`src/rtl/ftu_pkg.sv`:
```
// Package: shared encodings and the layout of the fragment test control word.
// Assumes the control word is 19 bits with the field positions below.
package ftu_pkg;
    localparam int REF_W  = 8;
    localparam int CTRL_W = 19;

    typedef enum logic [2:0] {
        AM_NEVER = 3'd0, AM_ALWAYS = 3'd1, AM_LT = 3'd2, AM_LE = 3'd3,
        AM_EQ    = 3'd4, AM_GE     = 3'd5, AM_GT = 3'd6, AM_NE = 3'd7
    } alpha_meth_e;

    typedef enum logic [1:0] {
        DM_NEVER = 2'd0, DM_ALWAYS = 2'd1, DM_GE = 2'd2, DM_GT = 2'd3
    } depth_meth_e;

    typedef enum logic [1:0] {
        FP_KEEP = 2'd0, FP_COLOR = 2'd1, FP_DEPTH = 2'd2, FP_RGB = 2'd3
    } fail_pol_e;

    // Packed from bit 18 down to bit 0.
    typedef struct packed {
        depth_meth_e      z_meth;    // 18:17
        logic             z_en;      // 16
        logic             da_mode;   // 15
        logic             da_en;     // 14
        fail_pol_e        fail_pol;  // 13:12
        logic [REF_W-1:0] a_ref;     // 11:4
        alpha_meth_e      a_meth;    // 3:1
        logic             a_en;      // 0
    } test_ctrl_t;
endpackage

```
`src/rtl/ftu_alpha_cmp.sv`:
```
// Alpha comparator: combinational pass/fail of source alpha against a reference.
// Assumes unsigned operands; a disabled test always passes.
module ftu_alpha_cmp #(
    parameter int W = 8
) (
    input  logic                 en,
    input  ftu_pkg::alpha_meth_e meth,
    input  logic [W-1:0]         src,
    input  logic [W-1:0]         ref_val,
    output logic                 pass
);
    import ftu_pkg::*;

    // Select the comparison named by the method.
    always_comb begin
        unique case (meth)
            AM_NEVER:  pass = 1'b0;
            AM_ALWAYS: pass = 1'b1;
            AM_LT:     pass = (src <  ref_val);
            AM_LE:     pass = (src <= ref_val);
            AM_EQ:     pass = (src == ref_val);
            AM_GE:     pass = (src >= ref_val);
            AM_GT:     pass = (src >  ref_val);
            default:   pass = (src != ref_val);
        endcase
        if (!en) pass = 1'b1;
    end
endmodule

```
`src/rtl/ftu_depth_cmp.sv`:
```
// Depth comparator: combinational pass/fail of incoming depth against stored depth.
// Assumes unsigned depth values; a disabled test always passes.
module ftu_depth_cmp #(
    parameter int W = 32
) (
    input  logic                 en,
    input  ftu_pkg::depth_meth_e meth,
    input  logic [W-1:0]         z_new,
    input  logic [W-1:0]         z_old,
    output logic                 pass
);
    import ftu_pkg::*;

    // Select the comparison named by the method.
    always_comb begin
        unique case (meth)
            DM_NEVER:  pass = 1'b0;
            DM_ALWAYS: pass = 1'b1;
            DM_GE:     pass = (z_new >= z_old);
            default:   pass = (z_new >  z_old);
        endcase
        if (!en) pass = 1'b1;
    end
endmodule

```
`src/rtl/ftu_write_sel.sv`:
```
// Write selector: turns the two test results, the fail policy and the depth
// mask into the colour, alpha and depth write enables.
// Assumes the depth result dominates the alpha result.
module ftu_write_sel (
    input  logic               alpha_pass,
    input  logic               depth_pass,
    input  ftu_pkg::fail_pol_e fail_pol,
    input  logic               depth_mask,
    output logic               color_we,
    output logic               alpha_we,
    output logic               depth_we
);
    import ftu_pkg::*;

    logic z_raw;

    // Choose enables from the alpha result and the fail policy, then gate.
    always_comb begin
        color_we = 1'b0;
        alpha_we = 1'b0;
        z_raw    = 1'b0;
        if (alpha_pass) begin
            color_we = 1'b1;
            alpha_we = 1'b1;
            z_raw    = 1'b1;
        end else begin
            unique case (fail_pol)
                FP_KEEP:  ;
                FP_COLOR: begin color_we = 1'b1; alpha_we = 1'b1; end
                FP_DEPTH: z_raw = 1'b1;
                default:  color_we = 1'b1;
            endcase
        end
        if (!depth_pass) begin
            color_we = 1'b0;
            alpha_we = 1'b0;
            z_raw    = 1'b0;
        end
        depth_we = z_raw & ~depth_mask;
    end
endmodule

```
`src/rtl/frag_test_unit.sv`:
```
// Fragment alpha/depth test unit, two-stage pipeline.
// Stage 1 registers the test results and the pass flags; stage 2 registers
// the write enables. Assumes one fragment per cycle and no back-pressure.
module frag_test_unit #(
    parameter int ALPHA_W = ftu_pkg::REF_W,
    parameter int DEPTH_W = 32
) (
    input  logic                       clk,
    input  logic                       rst_n,
    input  logic                       in_valid,
    input  logic [ALPHA_W-1:0]         in_alpha,
    input  logic [DEPTH_W-1:0]         in_depth,
    input  logic [DEPTH_W-1:0]         in_stored_depth,
    input  logic [ftu_pkg::CTRL_W-1:0] in_ctrl,
    input  logic                       in_depth_mask,
    output logic                       out_valid,
    output logic                       out_color_we,
    output logic                       out_alpha_we,
    output logic                       out_depth_we,
    output logic                       out_first_pass,
    output logic                       out_second_pass
);
    import ftu_pkg::*;

    test_ctrl_t ctl;
    logic       a_pass, z_pass, first_nd, second_nd;
    logic       unused_dst;

    logic       s1_valid, s1_apass, s1_zpass, s1_mask, s1_first, s1_second;
    fail_pol_e  s1_fail;
    logic       sel_color, sel_alpha, sel_depth;

    assign ctl        = test_ctrl_t'(in_ctrl);
    assign unused_dst = ^{ctl.da_en, ctl.da_mode};

    ftu_alpha_cmp #(.W(ALPHA_W)) u_acmp (
        .en(ctl.a_en), .meth(ctl.a_meth), .src(in_alpha),
        .ref_val(ctl.a_ref), .pass(a_pass)
    );

    ftu_depth_cmp #(.W(DEPTH_W)) u_zcmp (
        .en(ctl.z_en), .meth(ctl.z_meth), .z_new(in_depth),
        .z_old(in_stored_depth), .pass(z_pass)
    );

    // Pass flags depend only on the alpha settings.
    always_comb begin
        first_nd  = !(ctl.a_en && ctl.a_meth == AM_NEVER);
        second_nd = ctl.a_en && ctl.a_meth != AM_ALWAYS && ctl.fail_pol != FP_KEEP;
    end

    // Stage 1: capture comparison results and policy.
    always_ff @(posedge clk) begin
        if (!rst_n) begin
            s1_valid  <= 1'b0;
            s1_apass  <= 1'b0;
            s1_zpass  <= 1'b0;
            s1_mask   <= 1'b0;
            s1_first  <= 1'b0;
            s1_second <= 1'b0;
            s1_fail   <= FP_KEEP;
        end else begin
            s1_valid  <= in_valid;
            s1_apass  <= a_pass;
            s1_zpass  <= z_pass;
            s1_mask   <= in_depth_mask;
            s1_first  <= first_nd;
            s1_second <= second_nd;
            s1_fail   <= ctl.fail_pol;
        end
    end

    ftu_write_sel u_sel (
        .alpha_pass(s1_apass), .depth_pass(s1_zpass), .fail_pol(s1_fail),
        .depth_mask(s1_mask), .color_we(sel_color), .alpha_we(sel_alpha),
        .depth_we(sel_depth)
    );

    // Stage 2: register the enables, quieted when no fragment is present.
    always_ff @(posedge clk) begin
        if (!rst_n) begin
            out_valid       <= 1'b0;
            out_color_we    <= 1'b0;
            out_alpha_we    <= 1'b0;
            out_depth_we    <= 1'b0;
            out_first_pass  <= 1'b0;
            out_second_pass <= 1'b0;
        end else begin
            out_valid       <= s1_valid;
            out_color_we    <= s1_valid & sel_color;
            out_alpha_we    <= s1_valid & sel_alpha;
            out_depth_we    <= s1_valid & sel_depth;
            out_first_pass  <= s1_valid & s1_first;
            out_second_pass <= s1_valid & s1_second;
        end
    end
endmodule

```
`config.mk`:
```
export PLATFORM = sky130hd
export DESIGN_NAME = frag_test_unit
export DESIGN_NICKNAME = d
export VERILOG_FILES = /design/src/rtl/ftu_pkg.sv /design/src/rtl/ftu_alpha_cmp.sv /design/src/rtl/ftu_depth_cmp.sv /design/src/rtl/ftu_write_sel.sv /design/src/rtl/frag_test_unit.sv
export SDC_FILE = /design/constraint.sdc
export NUM_CORES = 1
export LEC_CHECK = 0
export CAP_MARGIN = 20
export CORE_UTILIZATION = 36
export DETAILED_ROUTE_END_ITERATION = 12
export GPL_TIMING_DRIVEN = 0
export PLACE_DENSITY_LB_ADDON = 0.15
export SETUP_SLACK_MARGIN = 0.15
export SYNTH_ARGS = -nofsm -noshare
export SYNTH_HDL_FRONTEND = slang
export SYNTH_SLANG_ARGS = --single-unit
```
`constraint.sdc`:
```
create_clock -name clk -period 2.2 [get_ports clk]
set_input_delay 0.33 -clock clk [delete_from_list [all_inputs] [get_ports clk]]
set_output_delay 0.33 -clock clk [all_outputs]
set_load 0.02 [all_outputs]
```
==> flow_summary.yaml <==
sta:
  fmax_ghz: 0.524
  finalSetupTns_ps: 0
  min_period_ps: 1910
  worst_pin_slew_ps: 374
  slew_viol_final: 0
  max_slew_margin: 0.748
  skew_ps: 0.319
  hold_viol_final: 0
  layout_setup_ws_ps: 290
  fin_crit_sh: 0.868
  final-setup-viol-count: 0
  grt_setup_unrepaired: "false"
floorplanning:
  fp.dieH_um: 66.7
  die_area_um2: 4450
  start_util: 0.377
  die_width_um: 66.7
  io_pins: 101
  rows: 23
  coreArea_um2: 4000
clocking:
  cts-root-buf: "clkbuf_8"
  clk_pin_slew_ps: 50
  cts_tree: "yes"
  clock-sinks: 14
  cts_hold_buf: 0
  cts_buffers: 3
  clk_latency_ps: 240
  cts_buffer_depth: 2
  cts.htree.levels: 1
drt:
  drt-pass1-iter-count: 10
  drc: 1
  ant_nets: 0
  wirelength_um: 3290
  vias_per_cell: 4.64
  first_iter_violations: 50
  vias: 1600
  wire_per_inst_um: 9.52
yosys:
  synth_area_per_cell_um2: 7.86
  synth_ff_type: "dfxtp_1"
  ys_ff_latch: 14
  syn_area_um2: 1510
  yosys.area.top_type_share: 0.332
  ys_seq_area_frac: 0.186
  synth_top_area_cell: "ha_1"
  syn_nets: 327
  synthArstFlopShare: 0
  synth-warning-count: 0
  yosys-top-cells-area: "ha_1 33%, dfxtp_1 19%, inv_1 11%"
  synth-edff-count: 0
  ys_types: 31
  synth_cells: 192
setup_path:
  rrSetupSlack_ps: 1420
  cpMostUsedCell: "nand4_2"
  r2r_start: "s1_valid$_SDFF_PN0_"
  cp-start-kind: "input pin"
  path_cells: "clkdlybuf4s50_1 -> inv_1 -> ha_1 -> nand4_2 -> nor3_4 -> nand4_2 -> o221a_1 -> a221oi_2"
  endpoint_kind: "flop"
  slowest_delay_ps: 460
  rr_worst_depth: 3
  critPathMaxFanout: 2
  crit_type: "input pin to flop"
  cp_num_buf_inv: 2
  r2r_end: "out_alpha_we$_SDFF_PN0_"
  crit_path_top_delay_cell: "clkdlybuf4s50_1"
  crit_required_ps: 2360
  critical-path-top-delay-family: "compound AO/OA/AOI/OAI gates"
  worstSetupStartpoint: "in_stored_depth[30]"
  crit_cells: 8
  crit_path_end: "s1_zpass$_SDFF_PN0_"
  crit_arrival_ps: 2070
grt:
  grt_first_pass_wirelength_um: 5490
  busiest_layer: "met2"
  globalRouteMet3Util: 0.0274
  met2_usage: 0.290
  grt_max_degree: 9
  grt.total_usage: 0.155
  grt_pass1_vias: 1458
  grt-ovfl-total: 0
  grt_antenna_before_repair: 0
  use_met1: 0.184
place:
  gp_congestion: 0.814
  io_buffers: 98
  dpl.hpwl_um: 3060
  pre_cts_ws_ps: -75.2
final_layout:
  multi_input_area_um2: 1080
  fillers: 365
  layout.nets: 431
  drive_gt1_frac: 0.0407
  seq_area_um2: 280
  syn2layout_area_growth_pct: 74.6
  final_cell_mix: "98 x clkdlybuf4s50_1, 45 x inv_1, 39 x ha_1"
  final_common_cell: "clkdlybuf4s50_1"
  diodes: 0
  finalCoreUtilization: 0.659
power_and_ir_drop:
  p_leak_nw: 1.27
  ir_drop_uv: 242
  p_per_area_nw_per_um2: 332
job:
  max-cap-violations: 0
status:
  violations: "design-rule violations"
  status: "finished with violations"
worst_hold_path:
  holdCritPathClass: "flop to flop"
## how the worst min path moves through the flow
stage	from	to	depth (start not counted)
6_report	s1_mask$_SDFF_PN0_	out_depth_we$_SDFF_PN0_	1
5_1_grt	s1_mask$_SDFF_PN0_	out_depth_we$_SDFF_PN0_	1
4_1_cts	s1_mask$_SDFF_PN0_	out_depth_we$_SDFF_PN0_	1
3_3_place_gp	s1_mask$_SDFF_PN0_	out_depth_we$_SDFF_PN0_	1
3_5_place_dp	s1_mask$_SDFF_PN0_	out_depth_we$_SDFF_PN0_	1
2_1_floorplan	s1_mask$_SDFF_PN0_	out_depth_we$_SDFF_PN0_	1
## registers in the layout (all words and copies together) (netlist names)
name	count
s1_fail	2
out_depth_we	1
out_second_pass	1
s1_apass	1
out_valid	1
out_alpha_we	1
s1_first	1
s1_valid	1
out_color_we	1
s1_mask	1
out_first_pass	1
s1_second	1
s1_zpass	1
## logic make-up after synthesis
group / share of synthesized area
DFF: 0.186
buffers and inverters: 0.112
and+or+nand+nor: 0.200
AOI/OAI and AO/OA: 0.171
adders and majority gates: 0.332
## metrics by stage
step	cell area, um2	std cells	power, mW	hold WS, ps
finish	2640	345	0.875	392
global route	2640	345	0.945	426
CTS	2610	344	0.883	394
detailed placement	2550	340	0.635	386
global placement	2550	340	0.629	388
floorplan	1510	192	0.427	376
## report_power, final
| part | internal [mW] | total [mW] | switching [mW] |
|---|---|---|---|
| Combinational | 0.232 | 0.362 | 0.130 |
| Clock | 0.158 | 0.243 | 0.0847 |
| Sequential | 0.266 | 0.270 | 0.00407 |
| Total | 0.655 | 0.875 | 0.219 |
## cell type report
class	count	share of cell area
inverter	45	0.0641
tap	50	0.0237
clock buffer	4	0.0209
multi-input combinational	133	0.410
timing repair buffer	99	0.375
sequential	14	0.106
## synth_stat cells (all sizes together), types with 2 or more instances
library cell / n
dfxtp: 14
a211oi: 5
ha: 40
and3: 2
inv: 45
nand2: 11
a31oi: 2
nand3: 2
a21o: 2
a221oi: 2
nor3: 3
and2: 5
a21oi: 15
nand2b: 4
o31ai: 2
nand4: 8
nor2: 10
o21ai: 7
nor2b: 4
## per-layer routing
metal / routed length (um) / share of wire / up-vias
met5: 0 / 0 / -
met4: 19 / 0.0058 / 0
met3: 227 / 0.069 / 2
met2: 1610 / 0.49 / 61
met1: 1430 / 0.44 / 670
li1: - / - / 867
## repair_timing
action / CTS / global route
setup endpoints to repair: 0 / 1
gates resized for setup: 0 / 3
setup buffers: 0 / 1
Power figures use the tool's default switching activity.
